==> config.mk <==
export PLATFORM = sky130hd
export DESIGN_NAME = uart_rx_err_status
export DESIGN_NICKNAME = d
export VERILOG_FILES = /design/src/rtl/rxes_pkg.sv /design/src/rtl/rxes_frame_check.sv /design/src/rtl/rxes_err_flags.sv /design/src/rtl/uart_rx_err_status.sv
export SDC_FILE = /design/constraint.sdc
export NUM_CORES = 1
export LEC_CHECK = 0
export BUFFER_PORTS_ARGS = -buffer_cell sky130_fd_sc_hd__buf_2
export CORE_MARGIN = 2
export CORE_UTILIZATION = 31
export CTS_CLUSTER_SIZE = 12
export DETAILED_ROUTE_END_ITERATION = 16
export PLACE_DENSITY = 0.91
export RECOVER_POWER = 25
export SYNTH_ARGS = -nofsm -noshare
export SYNTH_HDL_FRONTEND = slang
export SYNTH_SLANG_ARGS = --single-unit
==> constraint.sdc <==
create_clock -name clk -period 2.9 [get_ports clk]
set_input_delay 0.435 -clock clk [delete_from_list [all_inputs] [get_ports clk]]
set_output_delay 0.435 -clock clk [all_outputs]
set_load 0.01 [all_outputs]
==> src/rtl/rxes_pkg.sv <==
package rxes_pkg;
    localparam int WORD_W       = 32;
    localparam int MODE_LSB     = 0;
    localparam int MODE_W       = 3;
    localparam logic [MODE_W-1:0] MODE_SEVEN = 3'd2;
    localparam int CFG_ODD      = 5;
    localparam int CFG_TWO_STOP = 7;
    localparam int CFG_FRM_EN   = 17;
    localparam int CFG_OVR_EN   = 19;
    localparam int CFG_PAR_EN   = 20;
    localparam int ST_PAR       = 16;
    localparam int ST_FRM       = 17;
    localparam int ST_OVR       = 19;
    localparam int CMD_RXEN_CLR = 0;
    localparam int CMD_RXEN_SET = 1;
    localparam int CMD_PAR_CLR  = 2;
    localparam int CMD_FRM_CLR  = 3;
    localparam int CMD_OVR_CLR  = 5;

    typedef struct packed {
        logic rx_en;
        logic par;
        logic frm;
        logic ovr;
    } flag_state_t;

    typedef struct packed {
        logic odd;
        logic two_stop;
        logic seven;
        logic par_en;
        logic frm_en;
        logic ovr_en;
    } line_cfg_t;
endpackage

==> src/rtl/rxes_frame_check.sv <==
module rxes_frame_check
    import rxes_pkg::*;
#(
    parameter int DATA_W = 8
) (
    input  logic              clk,
    input  logic              rst_n,
    input  logic              rx_en,
    input  line_cfg_t         cfg,
    input  logic              frame_valid,
    input  logic [DATA_W-1:0] frame_data,
    input  logic              frame_par,
    input  logic [1:0]        frame_stop,
    input  logic              ovr_pulse,
    output logic              par_evt,
    output logic              frm_evt,
    output logic              ovr_evt,
    output logic              char_valid,
    output logic [DATA_W-1:0] char_data
);
    typedef struct packed {
        logic              valid;
        logic [DATA_W-1:0] data;
    } out_state_t;

    out_state_t        st_d, st_q;
    logic [DATA_W-1:0] data_eff;
    logic              accept;
    logic              ones_odd;
    logic              stop_bad;

    always_comb begin
        data_eff = frame_data;
        if (cfg.seven) begin
            data_eff[DATA_W-1] = 1'b0;
        end
        accept   = rx_en && frame_valid;
        ones_odd = (^data_eff) ^ frame_par;
        stop_bad = !frame_stop[0] || (cfg.two_stop && !frame_stop[1]);

        par_evt = accept && cfg.par_en && (ones_odd != cfg.odd);
        frm_evt = accept && cfg.frm_en && stop_bad;
        ovr_evt = rx_en && cfg.ovr_en && ovr_pulse;

        st_d       = st_q;
        st_d.valid = accept;
        if (accept) begin
            st_d.data = data_eff;
        end
    end

    always_ff @(posedge clk or negedge rst_n) begin
        if (!rst_n) begin
            st_q <= '0;
        end else begin
            st_q <= st_d;
        end
    end

    assign char_valid = st_q.valid;
    assign char_data  = st_q.data;

    // a delivered character always comes from a cycle with the receiver enabled
    assert_char_needs_enable_R9: assert property (@(posedge clk) disable iff (!rst_n)
        char_valid |-> $past(rx_en) && $past(frame_valid));
endmodule

==> src/rtl/rxes_err_flags.sv <==
module rxes_err_flags
    import rxes_pkg::*;
(
    input  logic        clk,
    input  logic        rst_n,
    input  logic        cmd_wr,
    input  logic        cmd_rxen_clr,
    input  logic        cmd_rxen_set,
    input  logic        cmd_par_clr,
    input  logic        cmd_frm_clr,
    input  logic        cmd_ovr_clr,
    input  logic        par_evt,
    input  logic        frm_evt,
    input  logic        ovr_evt,
    output flag_state_t flags
);
    flag_state_t fl_d, fl_q;

    always_comb begin
        fl_d = fl_q;
        if (cmd_wr) begin
            if (cmd_rxen_clr) fl_d.rx_en = 1'b0;
            if (cmd_rxen_set) fl_d.rx_en = 1'b1;
            if (cmd_par_clr)  fl_d.par   = 1'b0;
            if (cmd_frm_clr)  fl_d.frm   = 1'b0;
            if (cmd_ovr_clr)  fl_d.ovr   = 1'b0;
        end
        if (par_evt) fl_d.par = 1'b1;
        if (frm_evt) fl_d.frm = 1'b1;
        if (ovr_evt) fl_d.ovr = 1'b1;
    end

    always_ff @(posedge clk or negedge rst_n) begin
        if (!rst_n) begin
            fl_q <= '0;
        end else begin
            fl_q <= fl_d;
        end
    end

    assign flags = fl_q;

    // parity flag holds until its clear command
    assert_sticky_par_R7: assert property (@(posedge clk) disable iff (!rst_n)
        fl_q.par && !(cmd_wr && cmd_par_clr) |=> fl_q.par);
    // framing flag holds until its clear command
    assert_sticky_frm_R7: assert property (@(posedge clk) disable iff (!rst_n)
        fl_q.frm && !(cmd_wr && cmd_frm_clr) |=> fl_q.frm);
    // a new event beats a clear in the same cycle
    assert_set_beats_clear_R8: assert property (@(posedge clk) disable iff (!rst_n)
        ovr_evt && cmd_wr && cmd_ovr_clr |=> fl_q.ovr);
    // set command wins over clear command
    assert_rxen_set_R2: assert property (@(posedge clk) disable iff (!rst_n)
        cmd_wr && cmd_rxen_set |=> fl_q.rx_en);
    // with the receiver off and no command, no flag moves
    assert_quiet_when_off_R9: assert property (@(posedge clk) disable iff (!rst_n)
        !fl_q.rx_en && !cmd_wr |=> $stable(fl_q));
endmodule

==> src/rtl/uart_rx_err_status.sv <==
module uart_rx_err_status
    import rxes_pkg::*;
#(
    parameter int DATA_W = 8
) (
    input  logic              clk,
    input  logic              rst_n,
    input  logic [WORD_W-1:0] ctrl_word,
    input  logic              cmd_wr,
    input  logic [WORD_W-1:0] cmd_word,
    input  logic              frame_valid,
    input  logic [DATA_W-1:0] frame_data,
    input  logic              frame_par,
    input  logic [1:0]        frame_stop,
    input  logic              ovr_pulse,
    output logic              char_valid,
    output logic [DATA_W-1:0] char_data,
    output logic              rx_enable,
    output logic [WORD_W-1:0] status_word,
    output logic              err_irq
);
    line_cfg_t   cfg;
    flag_state_t flags;
    logic        par_evt, frm_evt, ovr_evt;
    logic        unused_word_bits;

    always_comb begin
        cfg.odd      = ctrl_word[CFG_ODD];
        cfg.two_stop = ctrl_word[CFG_TWO_STOP];
        cfg.seven    = (ctrl_word[MODE_LSB +: MODE_W] == MODE_SEVEN);
        cfg.par_en   = ctrl_word[CFG_PAR_EN];
        cfg.frm_en   = ctrl_word[CFG_FRM_EN];
        cfg.ovr_en   = ctrl_word[CFG_OVR_EN];
    end

    assign unused_word_bits = ^{ctrl_word, cmd_word};

    rxes_frame_check #(.DATA_W(DATA_W)) u_check (
        .clk         (clk),
        .rst_n       (rst_n),
        .rx_en       (flags.rx_en),
        .cfg         (cfg),
        .frame_valid (frame_valid),
        .frame_data  (frame_data),
        .frame_par   (frame_par),
        .frame_stop  (frame_stop),
        .ovr_pulse   (ovr_pulse),
        .par_evt     (par_evt),
        .frm_evt     (frm_evt),
        .ovr_evt     (ovr_evt),
        .char_valid  (char_valid),
        .char_data   (char_data)
    );

    rxes_err_flags u_flags (
        .clk          (clk),
        .rst_n        (rst_n),
        .cmd_wr       (cmd_wr),
        .cmd_rxen_clr (cmd_word[CMD_RXEN_CLR]),
        .cmd_rxen_set (cmd_word[CMD_RXEN_SET]),
        .cmd_par_clr  (cmd_word[CMD_PAR_CLR]),
        .cmd_frm_clr  (cmd_word[CMD_FRM_CLR]),
        .cmd_ovr_clr  (cmd_word[CMD_OVR_CLR]),
        .par_evt      (par_evt),
        .frm_evt      (frm_evt),
        .ovr_evt      (ovr_evt),
        .flags        (flags)
    );

    always_comb begin
        status_word         = '0;
        status_word[ST_PAR] = flags.par;
        status_word[ST_FRM] = flags.frm;
        status_word[ST_OVR] = flags.ovr;
    end

    assign rx_enable = flags.rx_en;
    assign err_irq   = flags.par | flags.frm | flags.ovr;

    // the interrupt only rises after an error event reached the flags
    assert_irq_rise_cause_R11: assert property (@(posedge clk) disable iff (!rst_n)
        $rose(err_irq) |-> $past(par_evt || frm_evt || ovr_evt));
endmodule

==> out/metrics.csv, run 1 <==
stage,metric,value,unit
yosys,Adder-Cell Fraction of Synth Area,0,
global_route,first-pass GRT wire length,2.33,mm
sta,"Min Clock Period, post-route",1650,ps
worst_setup_path,Worst EP arrival,1810,ps
yosys,top post-synthesis cells by area,"dfrtp_1, buf_4, mux2_2, xnor3_1, a32o_1",
yosys,Netlist cell types,14,
worst_setup_path,FF-to-FF End,u_check.char_data[7]$_DFFE_PN0P_,
clock_tree,CTS Root Cell,clkbuf_4,
die,I/O pins,123,
global_route,vias in the first global route,524,
worst_setup_path,worst path required time,3060,ps
power,Lkg Pwr,0.560,nW
worst_setup_path,WP buf/inv,1,
routing,DRT iter0 DRCs,2,
die,num rows,18,
worst_setup_path,FF-to-FF Start,u_flags.flags[3]$_DFFE_PN0P_,
routing,router iterations before antenna repair,4,
worst_setup_path,Setup Crit Path Kind,input pin to register,
routing,routed len/inst,10.3,µm
clock_tree,"Reg clk slew, reported paths",80,ps
worst_setup_path,crit path capture type,register,
global_route,antenna violations before repair,0,
clock_tree,clock latency at the later pin of the worst-skew pair,260,ps
worst_setup_path,worst r2r path cells,3,
worst_setup_path,"Cell Chain, Critical Path",buf_2 > xnor3_1 > xnor3_1 > xnor3_1 > a32o_1,
yosys,mapped cell area,818,µm²
clock_tree,Sink Count,13,
sta,Slew @ Worst Pin,734,ps
die,Starting Density,0.327,
clock_tree,CTS buffer count,3,
place,Port Buffers,42,
final_layout,area grow syn2layout,19.6,%
worst_setup_path,Most Frequent Cell on Critical Path,xnor3_1,
worst_setup_path,Worst path depth,5,
clock_tree,clk buf depth,2,
clock_tree,setup bufs post-CTS,0,
die,Core ar.,2500,µm²
final_layout,Antenna Cells,0,
place,dpl cell area,953,µm²
sta,Achievable Freq,607,MHz
sta,Final period util,0.568,
final_layout,share of cells above drive strength 1,0.444,
yosys,syn_area_per_cell,11.4,µm²
place,hpwl dp,1.29,mm
routing,vias per inst,4.05,
sta,clock skew,0.519,ps
yosys,Synthesis Warnings,0,
sta,setup TNS,0,ps
routing,routed vias,596,
yosys,multiplexer share of the synthesized area,0.110,
place,GPL Wtd Cong,0.664,
sta,relative slew slack,0.511,
routing,Post-DRT Antenna Nets,0,
power,peak supply drop,0.000242,V
die,Die W,55.4,µm
global_route,pin count of the biggest net entering global routing,14,
worst_setup_path,Critical Path Source Type,input pin,
clock_tree,CTS resizes,0,
worst_setup_path,Worst path top cell family by delay,XOR/XNOR gates,
flow_run,Max Cap Violations,0,
yosys,post-synthesis compound-gate area fraction,0.0627,
die,Die Y,55.4,µm
worst_setup_path,"reg-to-reg slack, setup",1570,ps
final_layout,Finished Cell Area,978,µm²
final_layout,Fill cells,252,
yosys,Yosys top cell by area,dfrtp_1,
yosys,Synth top area share,0.398,
sta,unrepaired setup endpoints after global routing,false,
die,Die ar.,3070,µm²
hold_path,Tightest Hold Check Type,input pin to async pin,
power,pwr dens,532,nW/µm²
global_route,grt ovf,0,
clock_tree,hold buffer count at CTS,0,
clock_tree,CTS tree,done,
routing,final WL,1.52,mm
yosys,Post-Synth Simple-Gate Area,0.0352,
clock_tree,H-tree depth reported by CTS,1,
sta,Final Hold Vio Count,0,
global_route,GRT Overall Usage,0.0978,
worst_setup_path,CP max-delay cell,xnor3_1,
sta,Final Setup Violations,0,
yosys,xor/xnor share of the synthesized area,0.115,
yosys,largest family of logic cells by synthesized area,buffers and inverters,
worst_setup_path,"slowest stage delay, CP",390,ps
yosys,cells after synthesis,72,
yosys,#FFs+latches synth,13,
worst_setup_path,Critical Path Fanout Max,2,
run_status,run status,completed,
yosys,register area share after synthesis,0.398,
sta,"Slew Viols, Final",0,
routing,drc violations,0,
final_layout,Nets,198,
[cell usage in the layout, fill, tap and decap left out]
| master | netlist | routed |
|---|---|---|
| clkbuf_1 | 0 | 2 |
| a21boi_0 | 1 | 1 |
| buf_2 | 0 | 41 |
| nand2_1 | 5 | 5 |
| a22o_1 | 1 | 1 |
| dfrtp_1 | 13 | 13 |
| xnor3_1 | 3 | 3 |
| inv_1 | 2 | 2 |
| xnor2_1 | 3 | 3 |
| a32o_1 | 3 | 3 |
| o21ai_0 | 1 | 1 |
| conb_1 | 1 | 29 |
| mux2_2 | 8 | 8 |
| or3_1 | 1 | 1 |
| nor2_1 | 1 | 1 |
| clkbuf_4 | 0 | 3 |
[layer usage]
| metal | vias up | track usage | share of wire |
|---|---|---|---|
| li1 | 273 | - | - |
| met1 | 262 | 0.106 | 0.37 |
| met2 | 59 | 0.175 | 0.47 |
| met3 | 2 | 0.0281 | 0.15 |
| met4 | 0 | 0.0418 | 0.0092 |
| met5 | - | 0 | 0 |
[sequential cells by signal, summed over array words and instances (netlist names)]
name,flops
u_check.char_data,8
u_check.char_valid,1
u_flags.flags,4
[worst max path at each step]
stage                        from                            to  slack [ps]
detailed placement  frame_data[0]  u_flags.flags[2]$_DFFE_PN0P_         940
finish              frame_data[0]  u_flags.flags[2]$_DFFE_PN0P_        1250
floorplan           frame_data[0]  u_flags.flags[2]$_DFFE_PN0P_        1200
global route        frame_data[0]  u_flags.flags[2]$_DFFE_PN0P_        1230
CTS                 frame_data[0]  u_flags.flags[2]$_DFFE_PN0P_        1240
global placement    frame_data[0]  u_flags.flags[2]$_DFFE_PN0P_        1000
[cells by family (layout without fill, tap and decap cells)]
logic type	Yosys count	in the layout
other	1	29
DFF	13	13
buffers and inverters	31	48
AOI/OAI and AO/OA	6	6
and+or+nand+nor	7	7
muxes	8	8
xor gates and xnor gates	6	6
[synth_stat cells, drive strengths merged]
cell type,instances
a21boi,1
a22o,1
a32o,3
buf,29
conb,1
dfrtp,13
inv,2
mux2,8
nand2,5
nor2,1
o21ai,1
or3,1
xnor2,3
xnor3,3
[power by group]
part           internal, mW  switching [mW]  leakage (nW)  total [mW]
Sequential            0.215          0.0168         0.156       0.231
Clock                0.0531          0.0565        0.0150       0.110
Combinational        0.0931          0.0866         0.388       0.180
[cell type report]
class	instances	area, µm²	area share
Tap cell	30	37.5	0.0384
Multi-Input combinational cell	56	373	0.381
Clock buffer	4	26.3	0.0269
Timing Repair Buffer	42	209	0.214
Inverter	2	7.51	0.00767
Sequential cell	13	325	0.332
[metrics by stage]
stage,hold WS (ps),std cells,total power [mW],setup WS [ps],utilization
floorplan,139,100,0.371,1200,-
global placement,338,143,0.413,1000,0.381
detailed placement,343,143,0.419,942,0.381
CTS,45.8,147,0.532,1240,0.392
global route,248,147,0.557,1230,0.391
finish,197,147,0.521,1250,0.391
(Power assumes the default switching activity.)
==> run 2, diff against run 1 <==
--- a/config.mk
+++ b/config.mk
@@ -5,12 +5,13 @@
 export SDC_FILE = /design/constraint.sdc
 export NUM_CORES = 1
 export LEC_CHECK = 0
+export ABC_AREA = 1
 export BUFFER_PORTS_ARGS = -buffer_cell sky130_fd_sc_hd__buf_2
 export CORE_MARGIN = 2
-export CORE_UTILIZATION = 31
+export CORE_UTILIZATION = 28
 export CTS_CLUSTER_SIZE = 12
 export DETAILED_ROUTE_END_ITERATION = 16
-export PLACE_DENSITY = 0.91
+export PLACE_DENSITY = 0.83
 export RECOVER_POWER = 25
 export SYNTH_ARGS = -nofsm -noshare
 export SYNTH_HDL_FRONTEND = slang
==> constraint.sdc (replaced) <==
create_clock -name clk -period 1.5 [get_ports clk]
set_input_delay 0.225 -clock clk [delete_from_list [all_inputs] [get_ports clk]]
set_output_delay 0.225 -clock clk [all_outputs]
set_load 0.01 [all_outputs]
==> run 2 against run 1 <==
Global-route usage decreased by 1.3 points. Flip-flop and latch count unchanged. Clock skew increased by 6.4 ps. Utilization decreased by 3.4 points. Total power increased by 84%. First-iteration DRC count increased to 9.5 times the previous value. Register-to-register slack got worse by 1200 ps. Routed wire length increased by 8.6%. Clock-buffer cell count unchanged. Highest routed layer is now met3.
==> out/metrics.csv, run 2 <==
stage,metric,value,unit
yosys,number of synthesized flops with an enable pin,0,
clock_tree,CTS buffer count,3,
worst_setup_path,worst path required time,1270,ps
hold_path,Tightest Hold Check Type,input pin to register,
sta,"Min Clock Period, post-route",1370,ps
global_route,first-pass GRT wire length,2.38,mm
place,Port Buffers,42,
clock_tree,clock latency at the later pin of the worst-skew pair,270,ps
die,Starting Density,0.295,
worst_setup_path,Worst path top cell family by delay,flip-flops,
place,hpwl dp,1.40,mm
sta,Achievable Freq,730,MHz
final_layout,"commonest cells after routing, fill and taps aside","buf_2, nand2_1, conb_1",
global_route,antenna violations before repair,0,
die,Die W,60.7,µm
power,Lkg Pwr,0.675,nW
yosys,syn_area_per_cell,7.62,µm²
routing,Post-DRT Antenna Nets,0,
routing,vias per inst,3.67,
global_route,grt ovf,0,
worst_setup_path,worst r2r path cells,5,
sta,relative slew slack,0.497,
die,I/O pins,123,
worst_setup_path,"slowest stage delay, CP",390,ps
final_layout,Antenna Cells,0,
yosys,most frequent cells after synthesis,"buf_4, nand2_1, dfrtp_1, inv_1, o21ai_0",
yosys,register area share after synthesis,0.362,
worst_setup_path,crit path capture type,output port,
die,Die Y,60.7,µm
flow_run,Max Cap Violations,0,
routing,final WL,1.65,mm
routing,routed len/inst,7.94,µm
sta,"Slew Viols, Final",0,
hold_path,Hold Path Depth,2,
routing,metal2 WL,708,µm
yosys,Netlist cell types,16,
clock_tree,H-tree depth reported by CTS,1,
sta,hold slack,184,ps
routing,router iterations before antenna repair,2,
clock_tree,CTS Root Cell,clkbuf_4,
yosys,Most used DFF post-synth,dfrtp_1,
final_layout,area grow syn2layout,21.1,%
worst_setup_path,Setup Crit Path Kind,register to output port,
sta,clock skew,6.87,ps
clock_tree,CTS resizes,0,
power,peak supply drop,0.000200,V
final_layout,"commonest non-fill, non-tap cell in the layout",buf_2,
routing,routed vias,763,
yosys,Yosys top cell by area,dfrtp_1,
yosys,mapped cell area,900,µm²
yosys,Synthesis Warnings,0,
worst_setup_path,WP buf/inv,1,
sta,Final period util,0.914,
clock_tree,Sink Count,13,
yosys,Synth top area share,0.362,
clock_tree,"Reg clk slew, reported paths",80,ps
worst_setup_path,"Cell Chain, Critical Path",or3_1 > buf_2,
routing,Top Metal Used,met3,
worst_setup_path,Critical Path Fanout Max,3,
yosys,cells after synthesis,118,
die,num rows,20,
worst_setup_path,CP max-delay cell,dfrtp_1,
sta,Final Setup Violations,0,
final_layout,Nets,245,
place,GPL Wtd Cong,0.714,
sta,final worst setup slack,129,ps
yosys,Post-synth ARST share,1.00,
die,Core ar.,3050,µm²
power,pwr dens,879,nW/µm²
clock_tree,CTS tree,done,
yosys,top post-synthesis cells by area,"dfrtp_1, buf_4, nand2_1, inv_1, o21ai_0",
clock_tree,clk buf depth,2,
die,Die ar.,3680,µm²
worst_setup_path,Critical Path Source Type,register,
global_route,GRT Overall Usage,0.0844,
yosys,#FFs+latches synth,13,
global_route,vias in the first global route,615,
sta,unrepaired setup endpoints after global routing,false,
global_route,pin count of the biggest net entering global routing,14,
sta,setup TNS,0,ps
place,dpl ws,363,ps
routing,DRT iter0 DRCs,19,
worst_setup_path,Worst EP arrival,1150,ps
routing,drc violations,0,
routing,WL met3,212,µm
routing,DRT met1 WL,731,µm
sta,Slew @ Worst Pin,755,ps
worst_setup_path,Worst path depth,2,
run_status,run status,completed,
sta,Final Hold Vio Count,0,
final_layout,flip-flop count of the largest register after layout,8,
final_layout,share of cells above drive strength 1,0.335,
==> run 2: cell count changes after synthesis, moves of 2 or more <==
cell	change
inv_1	+11
inv_2	+2
mux2_2	-8
nand2_1	+24
nand2_2	+7
nand3_1	+7
o21ai_0	+8
xnor2_1	-2
xnor3_1	-3
==> run 2: cell type report <==
type,count,area [µm²]
clock buffer,4,26.3
fill,337,1960
inverter,15,56.3
multi-input combinational,88,400
sequential,13,325
tap,44,55.1
timing repair buffer,44,226
==> run 2: worst paths after layout <==
kind                                             startpoint                               end  slack [ps]
setup / recovery               u_flags.flags[1]$_DFFE_PN0P_                           err_irq         130
hold / removal                                  cmd_word[1]      u_flags.flags[3]$_DFFE_PN0P_         180
setup reg to reg               u_flags.flags[3]$_DFFE_PN0P_      u_flags.flags[2]$_DFFE_PN0P_         380
hold reg to reg            u_check.char_data[3]$_DFFE_PN0P_  u_check.char_data[3]$_DFFE_PN0P_         490
max in group asynchronous                             rst_n  u_check.char_data[2]$_DFFE_PN0P_         480
min in group asynchronous                             rst_n  u_check.char_data[1]$_DFFE_PN0P_         540
==> run 2: kinds of logic after synthesis <==
group,Yosys count,synth area share
AO/OA/AOI/OAI,12,0.0821
XOR/XNOR,1,0.00974
buffers and inverters,45,0.310
flip-flops,13,0.362
other,1,0.00417
AND/OR/NAND/NOR,46,0.232
==> run 2: where the power goes <==
group / total (mW) / leakage (nW) / internal [mW] / switching (mW)
logic: 0.307 / 0.499 / 0.126 / 0.181
registers: 0.439 / 0.161 / 0.407 / 0.0314
clock network: 0.212 / 0.0150 / 0.103 / 0.109
==> run 2: layer usage <==
layer / up-vias / track usage
li1: 399 / -
met1: 312 / 0.0984
met2: 52 / 0.157
met3: 0 / 0.0256
met4: 0 / 0.00932
met5: - / 0
==> run 2: stage by stage <==
step	area, µm²	power, mW	utilization	instances
2_1_floorplan	1000	0.676	-	146
4_1_cts	1090	0.978	0.357	208
6_report	1090	0.958	0.357	208
3_3_place_gp	1050	0.746	0.345	203
5_1_grt	1090	1.03	0.357	208
3_5_place_dp	1050	0.755	0.345	203
==> run 2: timing repair <==
item,in CTS,in global routing
hold buffers,1,0
setup buffers,0,0
setup endpoints to repair,0,0
endpoints found under the hold margin,13,0
==> run 3, diff against run 2 <==
--- a/config.mk
+++ b/config.mk
@@ -7,10 +7,12 @@
 export LEC_CHECK = 0
 export ABC_AREA = 1
 export BUFFER_PORTS_ARGS = -buffer_cell sky130_fd_sc_hd__buf_2
+export CORE_ASPECT_RATIO = 0.75
 export CORE_MARGIN = 2
 export CORE_UTILIZATION = 28
 export CTS_CLUSTER_SIZE = 12
 export DETAILED_ROUTE_END_ITERATION = 16
+export GPL_TIMING_DRIVEN = 0
 export PLACE_DENSITY = 0.83
 export RECOVER_POWER = 25
 export SYNTH_ARGS = -nofsm -noshare
==> run 3 against run 2 <==
Worst setup slack improved by 14 ps. Global-route usage increased by 2.1 points. Critical path type unchanged. Largest cell class is now buffers. Flip-flop and latch count unchanged.
==> out/metrics.csv, run 3 (synthesis results as in run 2) <==
stage,metric,value,unit
sta,"Slew Viols, Final",0,
final_layout,final non-filler cell total,231,
die,Core ar.,3000,µm²
worst_setup_path,Worst path top cell family by delay,flip-flops,
place,GPL Wtd Cong,0.689,
routing,final WL,1.87,mm
worst_setup_path,WP buf/inv,1,
clock_tree,Sink Count,13,
power,Lkg Pwr,0.839,nW
worst_setup_path,crit path launch,u_flags.flags[1]$_DFFE_PN0P_,
global_route,vias in the first global route,720,
global_route,first-pass GRT wire length,3.02,mm
clock_tree,clk buf depth,2,
routing,Post-DRT Antenna Nets,0,
clock_tree,"Reg clk slew, reported paths",50,ps
worst_setup_path,Critical Path Source Type,register,
flow_run,Max Cap Violations,0,
sta,relative slew slack,0.535,
clock_tree,CTS Root Cell,clkbuf_8,
routing,DRT iter0 DRCs,8,
worst_setup_path,Worst EP arrival,1130,ps
worst_setup_path,"Cell Chain, Critical Path",or3_1 > buf_2,
place,Port Buffers,42,
worst_setup_path,"slowest stage delay, CP",390,ps
sta,clock skew,2.31,ps
place,placed cell count,226,
final_layout,Antenna Cells,0,
final_layout,Fill cells,305,
final_layout,"commonest cells after routing, fill and taps aside","buf_2, nand2_1, buf_4, conb_1",
final_layout,area grow syn2layout,46.3,%
hold_path,worst hold start,cmd_word[1],
routing,router iterations before antenna repair,4,
clock_tree,setup bufs post-CTS,0,
sta,Achievable Freq,737,MHz
clock_tree,hold buffer count at CTS,1,
final_layout,"commonest non-fill, non-tap cell in the layout",buf_2,
sta,Final Setup Violations,0,
routing,routed len/inst,8.09,µm
worst_setup_path,Critical Path Fanout Max,3,
global_route,grt ovf,0,
sta,Final period util,0.905,
final_layout,Nets,274,
run_status,run status,completed,
sta,final worst setup slack,143,ps
die,I/O pins,123,
routing,routed vias,835,
global_route,M1 GR Usage,0.125,
sta,Slew @ Worst Pin,698,ps
place,dpl ws,337,ps
die,Die ar.,3690,µm²
power,total power,1.11,mW
final_layout,register area,325,µm²
sta,Final Hold Vio Count,0,
sta,setup TNS,0,ps
worst_setup_path,Setup Crit Path Kind,register to output port,
worst_setup_path,FF-to-FF Start,u_flags.flags[3]$_DFFE_PN0P_,
place,hpwl dp,1.61,mm
final_layout,final core occ,0.439,
global_route,antenna violations before repair,0,
sta,unrepaired setup endpoints after global routing,false,
global_route,met2 Usage GRT,0.178,
global_route,pin count of the biggest net entering global routing,14,
routing,vias per inst,3.61,
global_route,GRT Overall Usage,0.105,
die,Die Y,53.1,µm
clock_tree,CTS tree,done,
die,num rows,17,
clock_tree,CTS resizes,0,
final_layout,share of cells above drive strength 1,0.435,
final_layout,flip-flop count of the largest register after layout,8,
global_route,GR Layer Usage met3,0.0552,
worst_setup_path,CP max-delay cell,dfrtp_1,
clock_tree,H-tree depth reported by CTS,1,
hold_path,Tightest Hold Check Type,input pin to register,
worst_setup_path,worst path required time,1270,ps
final_layout,area of the multi-input gates,400,µm²
power,peak supply drop,0.000317,V
worst_setup_path,crit path capture type,output port,
power,pwr dens,842,nW/µm²
sta,hold slack,222,ps
sta,"Min Clock Period, post-route",1360,ps
final_layout,Finished Cell Area,1320,µm²
place,dpl cell area,1260,µm²
die,Die W,69.5,µm
global_route,GRT Max-Usage Layer,met2,
clock_tree,CTS buffer count,3,
clock_tree,clock latency at the later pin of the worst-skew pair,240,ps
routing,drc violations,0,
die,Starting Density,0.300,
==> run 3: changes by cell type in the layout (fill, tap and decap cells not counted), sizes merged <==
cell	previous run	this run
buf	42	71
==> run 3: area by class of cell <==
class | instances | area share
multi-input cells | 88 | 0.304
flip-flops and latches | 13 | 0.247
plain buffers | 30 | 0.169
repair buffers | 43 | 0.166
inverters | 15 | 0.0428
well taps | 38 | 0.0361
clock buffers | 4 | 0.0342
==> run 3: power by group <==
part | total (mW) | internal (mW) | switching, mW
sequential | 0.441 | 0.409 | 0.0319
clock | 0.303 | 0.187 | 0.116
combinational | 0.365 | 0.173 | 0.191
==> run 3: worst reg2reg max path: stages, from the launching register on <==
cell	delay [ps]
dfrtp_1	400
nand2_1	250
buf_2	260
o21ai_0	110
==> run 3: final timing paths <==
kind	end	slack [ps]	cells past startpoint
max	err_irq	140	2
min	u_flags.flags[3]$_DFFE_PN0P_	220	2
max reg2reg	u_check.char_data[5]$_DFFE_PN0P_	350	3
min reg2reg	u_check.char_data[1]$_DFFE_PN0P_	480	2
max in group asynchronous	u_check.char_valid$_DFF_PN0_	510	2
min in group asynchronous	u_check.char_data[2]$_DFFE_PN0P_	550	2
==> run 3: per-layer routing <==
metal  routed length [µm]  up-vias  share of wire
met5                    0        -              0
met4                    0        0              0
met3                  187        0           0.10
met2                  856       36           0.46
met1                  825      342           0.44
li1                     -      457              -
